[src/rtl/cbl_pkg.sv]
package cbl_pkg;
  typedef enum logic [3:0] {
    OP_NOP  = 4'd0,
    OP_CMPM = 4'd1,
    OP_CMPR = 4'd2,
    OP_INCM = 4'd3,
    OP_INCR = 4'd4,
    OP_JLT  = 4'd5,
    OP_JEQ  = 4'd6,
    OP_JGT  = 4'd7,
    OP_CALL = 4'd8,
    OP_RET  = 4'd9
  } op_e;

  typedef enum logic [1:0] {
    CC_LT = 2'b00,
    CC_EQ = 2'b01,
    CC_GT = 2'b10
  } cc_e;
endpackage

[src/rtl/cbl_rst_sync.sv]
module cbl_rst_sync (
  input  logic clk,
  input  logic rst_n,
  output logic rst_q_n
);
  logic s1, s2;
  always_ff @(posedge clk or negedge rst_n) begin
    if (!rst_n) begin
      s1 <= 1'b0;
      s2 <= 1'b0;
    end else begin
      s1 <= 1'b1;
      s2 <= s1;
    end
  end
  assign rst_q_n = s2;
endmodule

[src/rtl/cbl_opsel.sv]
module cbl_opsel #(
  parameter int DW = 24,
  parameter int RW = 4
) (
  input  logic [3:0]    op_sel,
  input  logic [RW-1:0] r1_sel,
  input  logic [DW-1:0] a_val,
  input  logic [DW-1:0] x_val,
  input  logic [DW-1:0] rf_rdata,
  input  logic [DW-1:0] mem_word,
  output logic [DW-1:0] lhs,
  output logic [DW-1:0] rhs,
  output logic [DW-1:0] x_inc,
  output logic          is_incr,
  output logic          cmp_en,
  output logic          ill
);
  import cbl_pkg::*;
  localparam int NREG = 2 ** RW;

  logic [NREG-1:0] legal_vec;
  genvar g;
  generate
    for (g = 0; g < NREG; g++) begin : g_legal
      assign legal_vec[g] = (g <= 5) || (g == 8) || (g == 9);
    end
  endgenerate

  logic is_reg, is_cmp;
  logic [DW-1:0] reg_op;

  always_comb begin
    is_incr = (op_sel == OP_INCM) || (op_sel == OP_INCR);
    is_reg  = (op_sel == OP_CMPR) || (op_sel == OP_INCR);
    is_cmp  = (op_sel == OP_CMPM) || is_reg || is_incr;
    x_inc   = x_val + DW'(1);
    unique case (r1_sel)
      RW'(0):  reg_op = a_val;
      RW'(1):  reg_op = is_incr ? x_inc : x_val;
      default: reg_op = rf_rdata;
    endcase
    lhs    = is_incr ? x_inc : a_val;
    rhs    = is_reg ? reg_op : mem_word;
    ill    = is_reg && !legal_vec[r1_sel];
    cmp_en = is_cmp && !ill;
  end
endmodule

[src/rtl/cbl_cmp.sv]
module cbl_cmp #(
  parameter int DW = 24
) (
  input  logic [DW-1:0] lhs,
  input  logic [DW-1:0] rhs,
  output logic [1:0]    res
);
  import cbl_pkg::*;
  always_comb begin
    if ($signed(lhs) < $signed(rhs))      res = CC_LT;
    else if (lhs == rhs)                  res = CC_EQ;
    else                                  res = CC_GT;
  end
endmodule

[src/rtl/cbl_ccreg.sv]
module cbl_ccreg (
  input  logic       clk,
  input  logic       rst_n,
  input  logic       en,
  input  logic [1:0] d,
  output logic [1:0] q
);
  import cbl_pkg::*;
  logic [1:0] q_nxt;
  always_comb q_nxt = en ? d : q;
  always_ff @(posedge clk or negedge rst_n) begin
    if (!rst_n) q <= CC_EQ;
    else        q <= q_nxt;
  end
endmodule

[src/rtl/cbl_branch.sv]
module cbl_branch #(
  parameter int DW = 24,
  parameter int AW = 20
) (
  input  logic [3:0]    op_sel,
  input  logic [1:0]    cc,
  input  logic [AW-1:0] tgt_addr,
  input  logic [AW-1:0] next_addr,
  input  logic [DW-1:0] l_val,
  output logic [AW-1:0] pc_next,
  output logic          l_we,
  output logic [DW-1:0] l_wdata
);
  import cbl_pkg::*;
  localparam int PADW = DW - AW;

  always_comb begin
    pc_next = next_addr;
    l_we    = 1'b0;
    l_wdata = {{PADW{1'b0}}, next_addr};
    case (op_sel)
      OP_JLT:  if (cc == CC_LT) pc_next = tgt_addr;
      OP_JEQ:  if (cc == CC_EQ) pc_next = tgt_addr;
      OP_JGT:  if (cc == CC_GT) pc_next = tgt_addr;
      OP_CALL: begin
        pc_next = tgt_addr;
        l_we    = 1'b1;
      end
      OP_RET:  pc_next = l_val[AW-1:0];
      default: pc_next = next_addr;
    endcase
  end
endmodule

[src/rtl/cbl_unit.sv]
module cbl_unit #(
  parameter int DW = 24,
  parameter int AW = 20,
  parameter int RW = 4
) (
  input  logic          clk,
  input  logic          rst_n,
  input  logic [3:0]    op_sel,
  input  logic [RW-1:0] r1_sel,
  input  logic [DW-1:0] a_val,
  input  logic [DW-1:0] x_val,
  input  logic [DW-1:0] l_val,
  input  logic [DW-1:0] rf_rdata,
  input  logic [DW-1:0] mem_word,
  input  logic [AW-1:0] tgt_addr,
  input  logic [AW-1:0] next_addr,
  output logic [1:0]    cc_out,
  output logic [AW-1:0] pc_next,
  output logic          x_we,
  output logic [DW-1:0] x_wdata,
  output logic          l_we,
  output logic [DW-1:0] l_wdata,
  output logic          ill_reg
);
  logic          rst_q_n;
  logic [DW-1:0] lhs, rhs, x_inc;
  logic          is_incr, cmp_en;
  logic [1:0]    cmp_res;

  cbl_rst_sync u_rst (.clk(clk), .rst_n(rst_n), .rst_q_n(rst_q_n));

  cbl_opsel #(.DW(DW), .RW(RW)) u_opsel (
    .op_sel(op_sel), .r1_sel(r1_sel), .a_val(a_val), .x_val(x_val),
    .rf_rdata(rf_rdata), .mem_word(mem_word), .lhs(lhs), .rhs(rhs),
    .x_inc(x_inc), .is_incr(is_incr), .cmp_en(cmp_en), .ill(ill_reg)
  );

  cbl_cmp #(.DW(DW)) u_cmp (.lhs(lhs), .rhs(rhs), .res(cmp_res));

  cbl_ccreg u_cc (
    .clk(clk), .rst_n(rst_q_n), .en(cmp_en), .d(cmp_res), .q(cc_out)
  );

  cbl_branch #(.DW(DW), .AW(AW)) u_br (
    .op_sel(op_sel), .cc(cc_out), .tgt_addr(tgt_addr), .next_addr(next_addr),
    .l_val(l_val), .pc_next(pc_next), .l_we(l_we), .l_wdata(l_wdata)
  );

  assign x_we    = is_incr;
  assign x_wdata = x_inc;
endmodule

[config.mk]
export PLATFORM = sky130hd
export DESIGN_NAME = cbl_unit
export DESIGN_NICKNAME = d
export VERILOG_FILES = /design/src/rtl/cbl_pkg.sv /design/src/rtl/cbl_rst_sync.sv /design/src/rtl/cbl_opsel.sv /design/src/rtl/cbl_cmp.sv /design/src/rtl/cbl_ccreg.sv /design/src/rtl/cbl_branch.sv /design/src/rtl/cbl_unit.sv
export SDC_FILE = /design/constraint.sdc
export NUM_CORES = 1
export LEC_CHECK = 0
export ABC_AREA = 1
export BUFFER_PORTS_ARGS = -buffer_cell sky130_fd_sc_hd__buf_2
export CAP_MARGIN = 15
export CORE_ASPECT_RATIO = 1.25
export CORE_MARGIN = 1
export CORE_UTILIZATION = 52
export DETAILED_ROUTE_END_ITERATION = 10
export MAX_ROUTING_LAYER = met4
export PLACE_DENSITY = 0.9
export SETUP_SLACK_MARGIN = 0.02
export SLEW_MARGIN = 20
export SYNTH_ARGS = -nofsm -noshare
export SYNTH_HDL_FRONTEND = slang
export SYNTH_HIERARCHICAL = 1
export SYNTH_SLANG_ARGS = --single-unit
[constraint.sdc]
create_clock -name clk -period 2.9 [get_ports clk]
set_clock_uncertainty 0.1 [all_clocks]
set_input_delay 0.29 -clock clk [delete_from_list [all_inputs] [get_ports clk]]
set_output_delay 0.29 -clock clk [all_outputs]
set_load 0.005 [all_outputs]
==> reports/results.ini, run 1 <==
[synthesis]
synth-edff-count=0
synth_area_per_cell_um2=4.94
ys_ff_latch=4
yosysSeqAreaShare_pct=2.06
yosysUniqueCellTypes=40
synth.area.mux_share_pct=0
yosysTopAreaCellShare_pct=25.0
async_flop_share_pct=100
synth_warnings=6
synth_ff_type=dfrtp_1
syn_inst=995
synth_fa_ha_area_share_pct=6.36
synthesis.area_um2=4920
synth_top_family_by_area=simple AND/OR/NAND/NOR gates
synth-xor-area-share_pct=1.96
synth_compound_area_share_pct=11.5
synth_simple_gate_area_share_pct=57.7
synth.area.top_cells=nand2_1 (25%), nand3_1 (18%), inv_1 (10%)
synth_largest_area_cell=nand2_1

[global_routing]
grt_max_degree=27
grt_overflow_total=0
grt_pass1_wl_mm=29.7
grt_usage_pct=38.3
grt_pass1_vias=6766
antenna_found_initial=0

[pwr]
ir_drop_mv=0.227
clkPwrFrac_pct=15.9
power.density_nw_per_um2=208
pwr-share-comb_pct=79.5
power_leakage_uw=0.00407
finalPower_uw=1420
sw_frac_of_total_pct=51.2
p_int_uw=691
p_seq_share_pct=4.6
p_sw_uw=726

[sta]
slew_headroom_pct=42.7
tightestPinTransition_ps=858
layout_min_cycle_time_ps=2800
fin_tns_setup_ps=0
whs_ps=110
fin_crit_sh_pct=96.6
rsz0062_at_grt=yes
final_hold_viol_count=0
finalWorstSetupSlack_ps=98.3
fmax_mhz=357
setup_viol=0
slew_viol_final=0

[worst_setup_path]
crit_required_ps=2910
crit_path_end_kind=register
crit_slowest_cell=ha_4
path_common_cell=nand2_1
r2r_cells=3
cp-startpoint=x_val[1]
cp-start-kind=input pin
crit_end=u_cc/q[1]
critPathKind=in -> reg
cp_max_fo=4
r2r-end=u_cc/q[1]
crit_arrival_ps=2810
slowest_delay_ps=280
r2r_start=u_cc/q[1]
reg2reg_slack_ps=1940

[layout]
seq_area_um2=101
finalInstanceArea_um2=6800
diodes=0
drive_above_1_share_pct=31.2
multi_input_area_um2=4050
n_fill_cell=840
fin_nets=1434
area_growth_pct=38.3

[placement]
pre_cts_ws_ps=-132
port_buffers=234
gp_congestion=1.01
dp_hpwl_mm=15.0
postPlaceCellArea_um2=6350

[floorplan]
die_y_um=111
dieArea_um2=9850
initial_utilization_pct=53.6
core-area_um2=9170
pin_count=243
fp.dieW_um=89.0
num_rows=39

[drt]
avgRoutedWirePerCell_um=14.4
antenna_left=0
wl_mm=19.6
vias=7517
dr.pass1.iters=6
viasPerCell=5.52
drc=0
drtIter0Drc=543

[clock_tree]
cts_buffers=3
cts.sinks=4
htreeDepth=1
cts_tree=yes
clockBufferDepth=2
cts_root_buf=clkbuf_16
path_clk_slew_ps=30
clk_latency_ps=230

[hold_path]
hold_class=reg -> async

[run]
maxCapViolCount=0

[status]
status=finished, final reports clean

[placed cells by master (no fill, tap or decap), types with 4 or more instances in the layout]
cell         n
a21oi_1     19
a21oi_2     11
a221oi_1    21
and2_1       6
buf_12       6
buf_2      232
buf_4       66
buf_6        4
clkbuf_16    4
conb_1       5
ha_1        20
ha_4         5
inv_1      135
inv_2        7
nand2_1    323
nand2_2     11
nand2_4      5
nand3_1    175
nand3_2      5
nand4_1      6
nor2_1      95
nor2_2       8
nor2_4       9
o211ai_1     6
o21ai_0     17
xor2_1       9
[per-layer routing]
| metal | wire [um] | up-vias | track usage (%) | part of all wire (%) |
|---|---|---|---|---|
| met5 | 0 | - | - | 0 |
| met4 | 1060 | 0 | 22.0 | 5.4 |
| met3 | 1900 | 97 | 6.92 | 9.7 |
| met2 | 9590 | 483 | 66.0 | 49 |
| met1 | 7090 | 3318 | 39.9 | 36 |
| li1 | - | 3619 | - | - |
[state kept, by name, indices dropped and copies added, names as in the netlist]
register and cells:
u_cc/q 2, u_rst/rst_q_n 1, u_rst/s1 1
[power by group through the flow]
stage | Combinational [uW] | Clock [uW] | Sequential, uW
after floorplan | 642 | 0 | 69.6
after global placement | 1010 | 0 | 65.6
after detailed placement | 1030 | 0 | 66.0
after CTS | 1040 | 225 | 65.3
after global routing | 1240 | 236 | 66.5
final | 1130 | 225 | 65.4
[what timing repair did]
| action | CTS | global route |
|---|---|---|
| hold endpoints to repair | 3 | 0 |
| setup buffers | 0 | 11 |
| gates resized for setup | 0 | 52 |
| endpoints found under the setup margin | 0 | 2 |
| hold buffers | 2 | 0 |
[final cells by class]
cell class	count	area share, %
Multi-Input combinational cell	776	59.6
Timing Repair Buffer	312	27.7
Sequential cell	4	1.49
Inverter	142	7.84
Tap cell	123	2.26
Clock buffer	4	1.16
[how the worst min path moves through the flow]
| stage | slack, ps | depth (start not counted) | from | end |
|---|---|---|---|---|
| floorplan | -110 | 0 | rst_n | u_rst/rst_q_n |
| global placement | -70 | 0 | u_rst/rst_q_n | u_cc/q[1] |
| detailed placement | -70 | 0 | u_rst/rst_q_n | u_cc/q[1] |
| CTS | 100 | 0 | u_rst/rst_q_n | u_cc/q[0] |
| global route | 130 | 0 | u_rst/rst_q_n | u_cc/q[0] |
| finish | 110 | 0 | u_rst/rst_q_n | u_cc/q[0] |
[stage by stage]
stage | util (%) | cells
2_1_floorplan | - | 998
3_3_place_gp | 69.2 | 1343
3_5_place_dp | 69.2 | 1343
4_1_cts | 70.3 | 1349
5_1_grt | 74.1 | 1361
6_report | 74.1 | 1361
[cell families (layout without fill, tap and decap cells)]
family                     after synthesis  count (layout)
other                                    2               5
adders and majority gates               25              25
AOI/OAI and AO/OA                       85              85
and+or+nand+nor                        650             650
xor gates and xnor gates                11              11
DFF                                      4               4
buffers and inverters                  218             458
[critical path, delay by kind of cell]
family / cells / cell delay (ps)
AO/OA/AOI/OAI: 1 / 160
AND/OR/NAND/NOR: 20 / 1680
buffers and inverters: 3 / 290
adder cells (fa/ha/maj): 2 / 420
[synth_stat cells (2+ instances only)]
cell type and count:
buf_4 26, ha_1 25, nand2_2 10, o21ai_0 17, o211ai_1 6, buf_6 4, xor2_1 10, a221oi_1 21
dfrtp_1 3, nand3_1 178, and2_1 6, o21ai_1 2, nand3_2 3, a21o_1 2, nand3b_1 2, a21oi_1 29
inv_1 137, nor2_2 5, buf_2 39, inv_2 5, a41oi_1 2, clkbuf_1 7, nand4_1 6, nand2_1 328
conb_1 2, nor2_1 100, nor2_4 7
Power figures use the tool's default switching activity.
==> inputs of run 2 (changes only) <==
--- a/config.mk
+++ b/config.mk
@@ -13,7 +13,7 @@
 export CORE_UTILIZATION = 52
 export DETAILED_ROUTE_END_ITERATION = 10
 export MAX_ROUTING_LAYER = met4
-export PLACE_DENSITY = 0.9
+export PLACE_DENSITY = 0.89
 export SETUP_SLACK_MARGIN = 0.02
 export SLEW_MARGIN = 20
 export SYNTH_ARGS = -nofsm -noshare
==> reports/results.ini, run 2 (synthesis gave the netlist of run 1 again) <==
[sta]
whs_ps=106  ; was 110 ps
fmax_mhz=364  ; was 357 MHz
tightestPinTransition_ps=1050  ; was 858 ps
final_hold_viol_count=0  ; unchanged
layout_min_cycle_time_ps=2750  ; was 2800 ps
slew_viol_final=0  ; unchanged
setup_viol=0  ; unchanged
rsz0062_at_grt=yes  ; unchanged
fin_crit_sh_pct=94.8  ; was 96.6%
slew_headroom_pct=30.0  ; was 42.7%

[pwr]
clkPwrFrac_pct=16.2  ; was 15.9%
ir_drop_mv=0.165  ; was 0.227 mV
pwr-share-comb_pct=78.9  ; was 79.5%
power.density_nw_per_um2=210  ; was 208 nW/um^2
p_sw_uw=694  ; was 726 uW
sw_frac_of_total_pct=51.7  ; was 51.2%
finalPower_uw=1340  ; was 1420 uW
p_int_uw=649  ; was 691 uW
p_seq_share_pct=4.9  ; was 4.6%
power_leakage_uw=0.00389  ; was 0.00407 uW

[worst_setup_path]
r2r_start=u_cc/q[0]  ; was u_cc/q[1]
slowest_delay_ps=270  ; was 280 ps
cp-startpoint=x_val[0]  ; was x_val[1]
cp-start-kind=input pin  ; unchanged
crit_family=simple AND/OR/NAND/NOR gates  ; unchanged
r2r_cells=3  ; unchanged
crit_arrival_ps=2760  ; was 2810 ps
crit_buf_inv=2  ; was 3
path_depth=25  ; was 26
path_common_cell=nand2_1  ; unchanged
critPathKind=in -> reg  ; unchanged
crit_required_ps=2910  ; about the same
reg2reg_slack_ps=1790  ; was 1940 ps
crit_path_end_kind=register  ; unchanged
crit_slowest_cell=ha_1  ; was ha_4
cp_max_fo=4  ; unchanged

[global_routing]
antenna_found_initial=0  ; unchanged
grt_overflow_total=0  ; unchanged
grt_pass1_vias=6826  ; was 6766
grt_pass1_wl_mm=28.9  ; was 29.7 mm
grt_usage_pct=36.9  ; was 38.3%
grt_max_degree=38  ; was 27

[placement]
gp_congestion=1.03  ; was 1.01
dp_hpwl_mm=14.0  ; was 15.0 mm
port_buffers=234  ; unchanged
postPlaceCellArea_um2=6140  ; was 6350 um^2
dp_cells=1319  ; was 1343

[layout]
diodes=0  ; unchanged
postLayoutCoreUtil_pct=69.7  ; was 74.1%
seq_area_um2=101  ; unchanged
drive_above_1_share_pct=27.7  ; was 31.2%
n_fill_cell=880  ; was 840
final_common_cell=nand2_1  ; unchanged
finalInstanceArea_um2=6390  ; was 6800 um^2
multi_input_area_um2=3940  ; was 4050 um^2
largest_register_ffs=2  ; unchanged
fin_cells=1328  ; was 1361
regMostFlops=u_cc/q  ; unchanged
fin_nets=1401  ; was 1434
final_cell_mix=nand2_1 (328), buf_2 (232), nand3_1 (175), inv_1 (137), nor2_1 (96)  ; was nand2_1 (323), buf_2 (232), nand3_1 (175), inv_1 (135), nor2_1 (95)
area_growth_pct=30.0  ; was 38.3%

[floorplan]
fp.dieW_um=89.0  ; unchanged
die_y_um=111  ; unchanged
pin_count=243  ; unchanged
dieArea_um2=9850  ; unchanged
num_rows=39  ; unchanged
initial_utilization_pct=53.6  ; unchanged
core-area_um2=9170  ; unchanged

[clock_tree]
cts_buffers=3  ; unchanged
clk_latency_ps=220  ; was 230 ps
htreeDepth=1  ; unchanged
path_clk_slew_ps=30  ; about the same
cts_tree=yes  ; unchanged
cts_root_buf=clkbuf_16  ; unchanged
clockBufferDepth=2  ; unchanged
cts.sinks=4  ; unchanged

[drt]
drtIter0Drc=508  ; was 543
drc=0  ; unchanged
dr.pass1.iters=6  ; unchanged
vias=7350  ; was 7517
viasPerCell=5.53  ; was 5.52
wl_mm=18.5  ; was 19.6 mm
antenna_left=0  ; unchanged
avgRoutedWirePerCell_um=13.9  ; was 14.4 um

[run]
maxCapViolCount=0  ; unchanged

[hold_path]
hold_class=reg -> async  ; unchanged

[status]
status=finished, final reports clean  ; unchanged

==> run 2: cell count changes in the layout (fill, tap and decap cells not counted), moves of 5 or more <==
cell	previous run	this run
nand2_1	323	328
a21oi_1	19	24
a21oi_2	11	6
buf_4	66	38
==> run 2: final timing paths <==
check / end
max: u_cc/q[1]
min: u_cc/q[0]
max reg2reg: u_cc/q[0]
min reg2reg: u_cc/q[0]
max in group asynchronous: u_cc/q[1]
min in group clk: u_rst/rst_q_n
==> run 2: routing by layer <==
metal / vias up / share of wire [%] / GRT usage [%]
li1: 3556 / - / -
met1: 3200 / 35 / 38.3
met2: 511 / 49 / 64.3
met3: 83 / 11 / 6.11
met4: 0 / 4.8 / 20.5
met5: - / 0 / -
==> run 2: stage by stage <==
stage,setup WS (ps),setup TNS (ps)
6_report,150,0
5_1_grt,-79.0,-106
4_1_cts,176,0
3_5_place_dp,-39.1,-39.1
3_3_place_gp,20.2,0
2_1_floorplan,344,0
==> run 2: what timing repair did <==
action	4_1_cts	5_1_grt
setup endpoints to repair	0	2
buffers inserted	0	3
endpoints found under the hold margin	3	0
hold buffers	2	0
gates resized for setup	0	31
==> run 2: power by group through the flow <==
| stage | clock (uW) | combinational, uW | sequential (uW) |
|---|---|---|---|
| final | 217 | 1060 | 66.1 |
| after global routing | 226 | 1170 | 67.0 |
| after CTS | 220 | 1010 | 66.3 |
| after detailed placement | 0 | 1000 | 67.0 |
| after global placement | 0 | 988 | 66.6 |
| after floorplan | 0 | 642 | 69.6 |
==> run 2: layout make-up <==
type / count / area share, %
Multi-Input combinational cell: 776 / 61.6
Timing Repair Buffer: 279 / 24.8
Inverter: 142 / 8.38
Tap cell: 123 / 2.41
Sequential cell: 4 / 1.59
Clock buffer: 4 / 1.23
==> inputs of run 3 (changes only) <==
--- a/config.mk
+++ b/config.mk
@@ -10,10 +10,11 @@
 export CAP_MARGIN = 15
 export CORE_ASPECT_RATIO = 1.25
 export CORE_MARGIN = 1
-export CORE_UTILIZATION = 52
+export CORE_UTILIZATION = 53
+export CTS_BUF_LIST = sky130_fd_sc_hd__clkbuf_8
 export DETAILED_ROUTE_END_ITERATION = 10
 export MAX_ROUTING_LAYER = met4
-export PLACE_DENSITY = 0.89
+export PLACE_DENSITY = 0.91
 export SETUP_SLACK_MARGIN = 0.02
 export SLEW_MARGIN = 20
 export SYNTH_ARGS = -nofsm -noshare
==> reports/results.ini, run 3 (synthesis gave the netlist of run 1 again) <==
[sta]
tightestPinTransition_ps=805  ; was 1050 ps
fmax_mhz=360  ; was 364 MHz
final_hold_viol_count=0  ; unchanged
setup_viol=0  ; unchanged
finalWorstSetupSlack_ps=124  ; was 150 ps
layout_min_cycle_time_ps=2780  ; was 2750 ps
fin_crit_sh_pct=95.7  ; was 94.8%
slew_viol_final=0  ; unchanged
slew_headroom_pct=46.2  ; was 30.0%

[worst_setup_path]
cp-start-kind=input pin  ; unchanged
crit_required_ps=2900  ; was 2910 ps
r2r_start=u_cc/q[0]  ; unchanged
crit_path_end_kind=register  ; unchanged
cp_max_fo=4  ; unchanged
critPathKind=in -> reg  ; unchanged
crit_arrival_ps=2770  ; was 2760 ps
r2r_cells=3  ; unchanged
r2r-end=u_cc/q[0]  ; unchanged
reg2reg_slack_ps=1800  ; was 1790 ps

[pwr]
power_leakage_uw=0.00392  ; was 0.00389 uW
sw_frac_of_total_pct=55.2  ; was 51.7%
finalPower_uw=1270  ; was 1340 uW
power.density_nw_per_um2=196  ; was 210 nW/um^2
ir_drop_mv=0.129  ; was 0.165 mV
p_sw_uw=703  ; was 694 uW
p_int_uw=571  ; was 649 uW
pwr-share-comb_pct=85.6  ; was 78.9%
clkPwrFrac_pct=9.3  ; was 16.2%
p_seq_share_pct=5.1  ; was 4.9%

[clock_tree]
clk_latency_ps=220  ; about the same
cts_buffers=3  ; unchanged
path_clk_slew_ps=30  ; about the same
cts_tree=yes  ; unchanged
htreeDepth=1  ; unchanged
cts_root_buf=clkbuf_8  ; was clkbuf_16
clockBufferDepth=2  ; unchanged
cts.sinks=4  ; unchanged

[placement]
pre_cts_ws_ps=-21.5  ; was -39.1 ps
port_buffers=234  ; unchanged
postPlaceCellArea_um2=6090  ; was 6140 um^2
gp_congestion=1.00  ; was 1.03
dp_hpwl_mm=13.9  ; was 14.0 mm

[layout]
regMostFlops=u_cc/q  ; unchanged
fin_nets=1408  ; was 1401
final_cell_mix=nand2_1 (322), buf_2 (233), nand3_1 (174), inv_1 (137), nor2_1 (95)  ; was nand2_1 (328), buf_2 (232), nand3_1 (175), inv_1 (137), nor2_1 (96)
final_common_cell=nand2_1  ; unchanged
drive_above_1_share_pct=29.4  ; was 27.7%
n_fill_cell=807  ; was 880
area_growth_pct=32.2  ; was 30.0%
finalInstanceArea_um2=6500  ; was 6390 um^2
diodes=0  ; unchanged
largest_register_ffs=2  ; unchanged

[global_routing]
antenna_found_initial=0  ; unchanged
grt.busiest_layer=met2  ; unchanged
grt_pass1_wl_mm=27.9  ; was 28.9 mm
grt_use_met1_pct=40.2  ; was 38.3%
grt_overflow_total=0  ; unchanged
grt_pass1_vias=6366  ; was 6826
use_met3_pct=4.13  ; was 6.11%
grt_max_degree=47  ; was 38
grt_usage_pct=36.8  ; was 36.9%
use_met2_pct=65.7  ; was 64.3%

[floorplan]
core-area_um2=8840  ; was 9170 um^2
fp.dieW_um=88.2  ; was 89.0 um
pin_count=243  ; unchanged
num_rows=38  ; was 39
initial_utilization_pct=55.6  ; was 53.6%
die_y_um=110  ; was 111 um
dieArea_um2=9670  ; was 9850 um^2

[status]
status=finished, final reports clean  ; unchanged

[drt]
dr.pass1.iters=6  ; unchanged
vias=7543  ; was 7350
viasPerCell=5.66  ; was 5.53
avgRoutedWirePerCell_um=14.3  ; was 13.9 um
drtIter0Drc=615  ; was 508
drc=0  ; unchanged
wl_mm=19.1  ; was 18.5 mm
antenna_left=0  ; unchanged

[hold_path]
hold_class=reg -> async  ; unchanged

[run]
maxCapViolCount=0  ; unchanged

run 3: cell type report:
class,instances,area [um^2],share of cell area (%)
inverters,142,533,8.20
well taps,120,150,2.31
clock buffers,3,41.3,0.635
multi-input cells,776,4010,61.7
clock inverters,1,3.75,0.0577
repair buffers,286,1660,25.5
flip-flops and latches,4,101,1.56
run 3: per-layer routing:
metal | routed length (um) | vias up
met5 | 0 | -
met4 | 1130 | 0
met3 | 2230 | 108
met2 | 9240 | 604
met1 | 6480 | 3260
li1 | - | 3571
run 3: critical path: stages:
cell     delay (ps)
buf_2           110
ha_4            130
nand2_2          60
nor2_4          210
nand2_4          90
nor2_4          180
nand2_2          70
nand2_2          80
nand3_2         100
nand2_1          80
nand2_1          60
a21oi_2         140
inv_2            70
ha_4            260
nand2_1          50
nor2_2          160
nand2_2         110
nor2_2          100
nand2_1          70
nand3_1          70
nand2_1          60
nand2_2          70
nor2_1           40
nand2_1          60
nand2_1          50
run 3: repair_timing:
action / in CTS / in global routing
hold buffers: 2 / 0
setup buffers: 0 / 12
gates resized for setup: 0 / 40
hold endpoints to repair: 3 / 0
setup endpoints to repair: 0 / 2
run 3: worst max path at each step:
stage	cells past startpoint	slack [ps]	to	start
finish	25	120	u_cc/q[1]	x_val[0]
global route	25	-60	u_cc/q[1]	x_val[1]
CTS	25	190	u_cc/q[1]	x_val[0]
detailed placement	23	-20	u_cc/q[1]	x_val[0]
global placement	25	8	u_cc/q[1]	x_val[0]
floorplan	24	340	u_cc/q[1]	x_val[0]
run 3: through the flow:
| stage | util, % | setup TNS (ps) | hold slack [ps] | instances |
|---|---|---|---|---|
| 2_1_floorplan | - | 0 | -106 | 998 |
| 3_5_place_dp | 68.8 | -21.5 | -76.6 | 1311 |
| 4_1_cts | 69.6 | 0 | 103 | 1317 |
| 3_3_place_gp | 68.8 | 0 | -83.7 | 1311 |
| 5_1_grt | 73.5 | -128 | 129 | 1332 |
| 6_report | 73.5 | 0 | 101 | 1332 |
run 3: power by group through the flow:
stage	Clock [uW]	Sequential, uW	Combinational, uW
after floorplan	0	69.6	642
after global placement	0	65.5	977
after detailed placement	0	65.8	996
after CTS	122	65.1	1000
after global routing	128	66.0	1200
final	118	65.1	1090
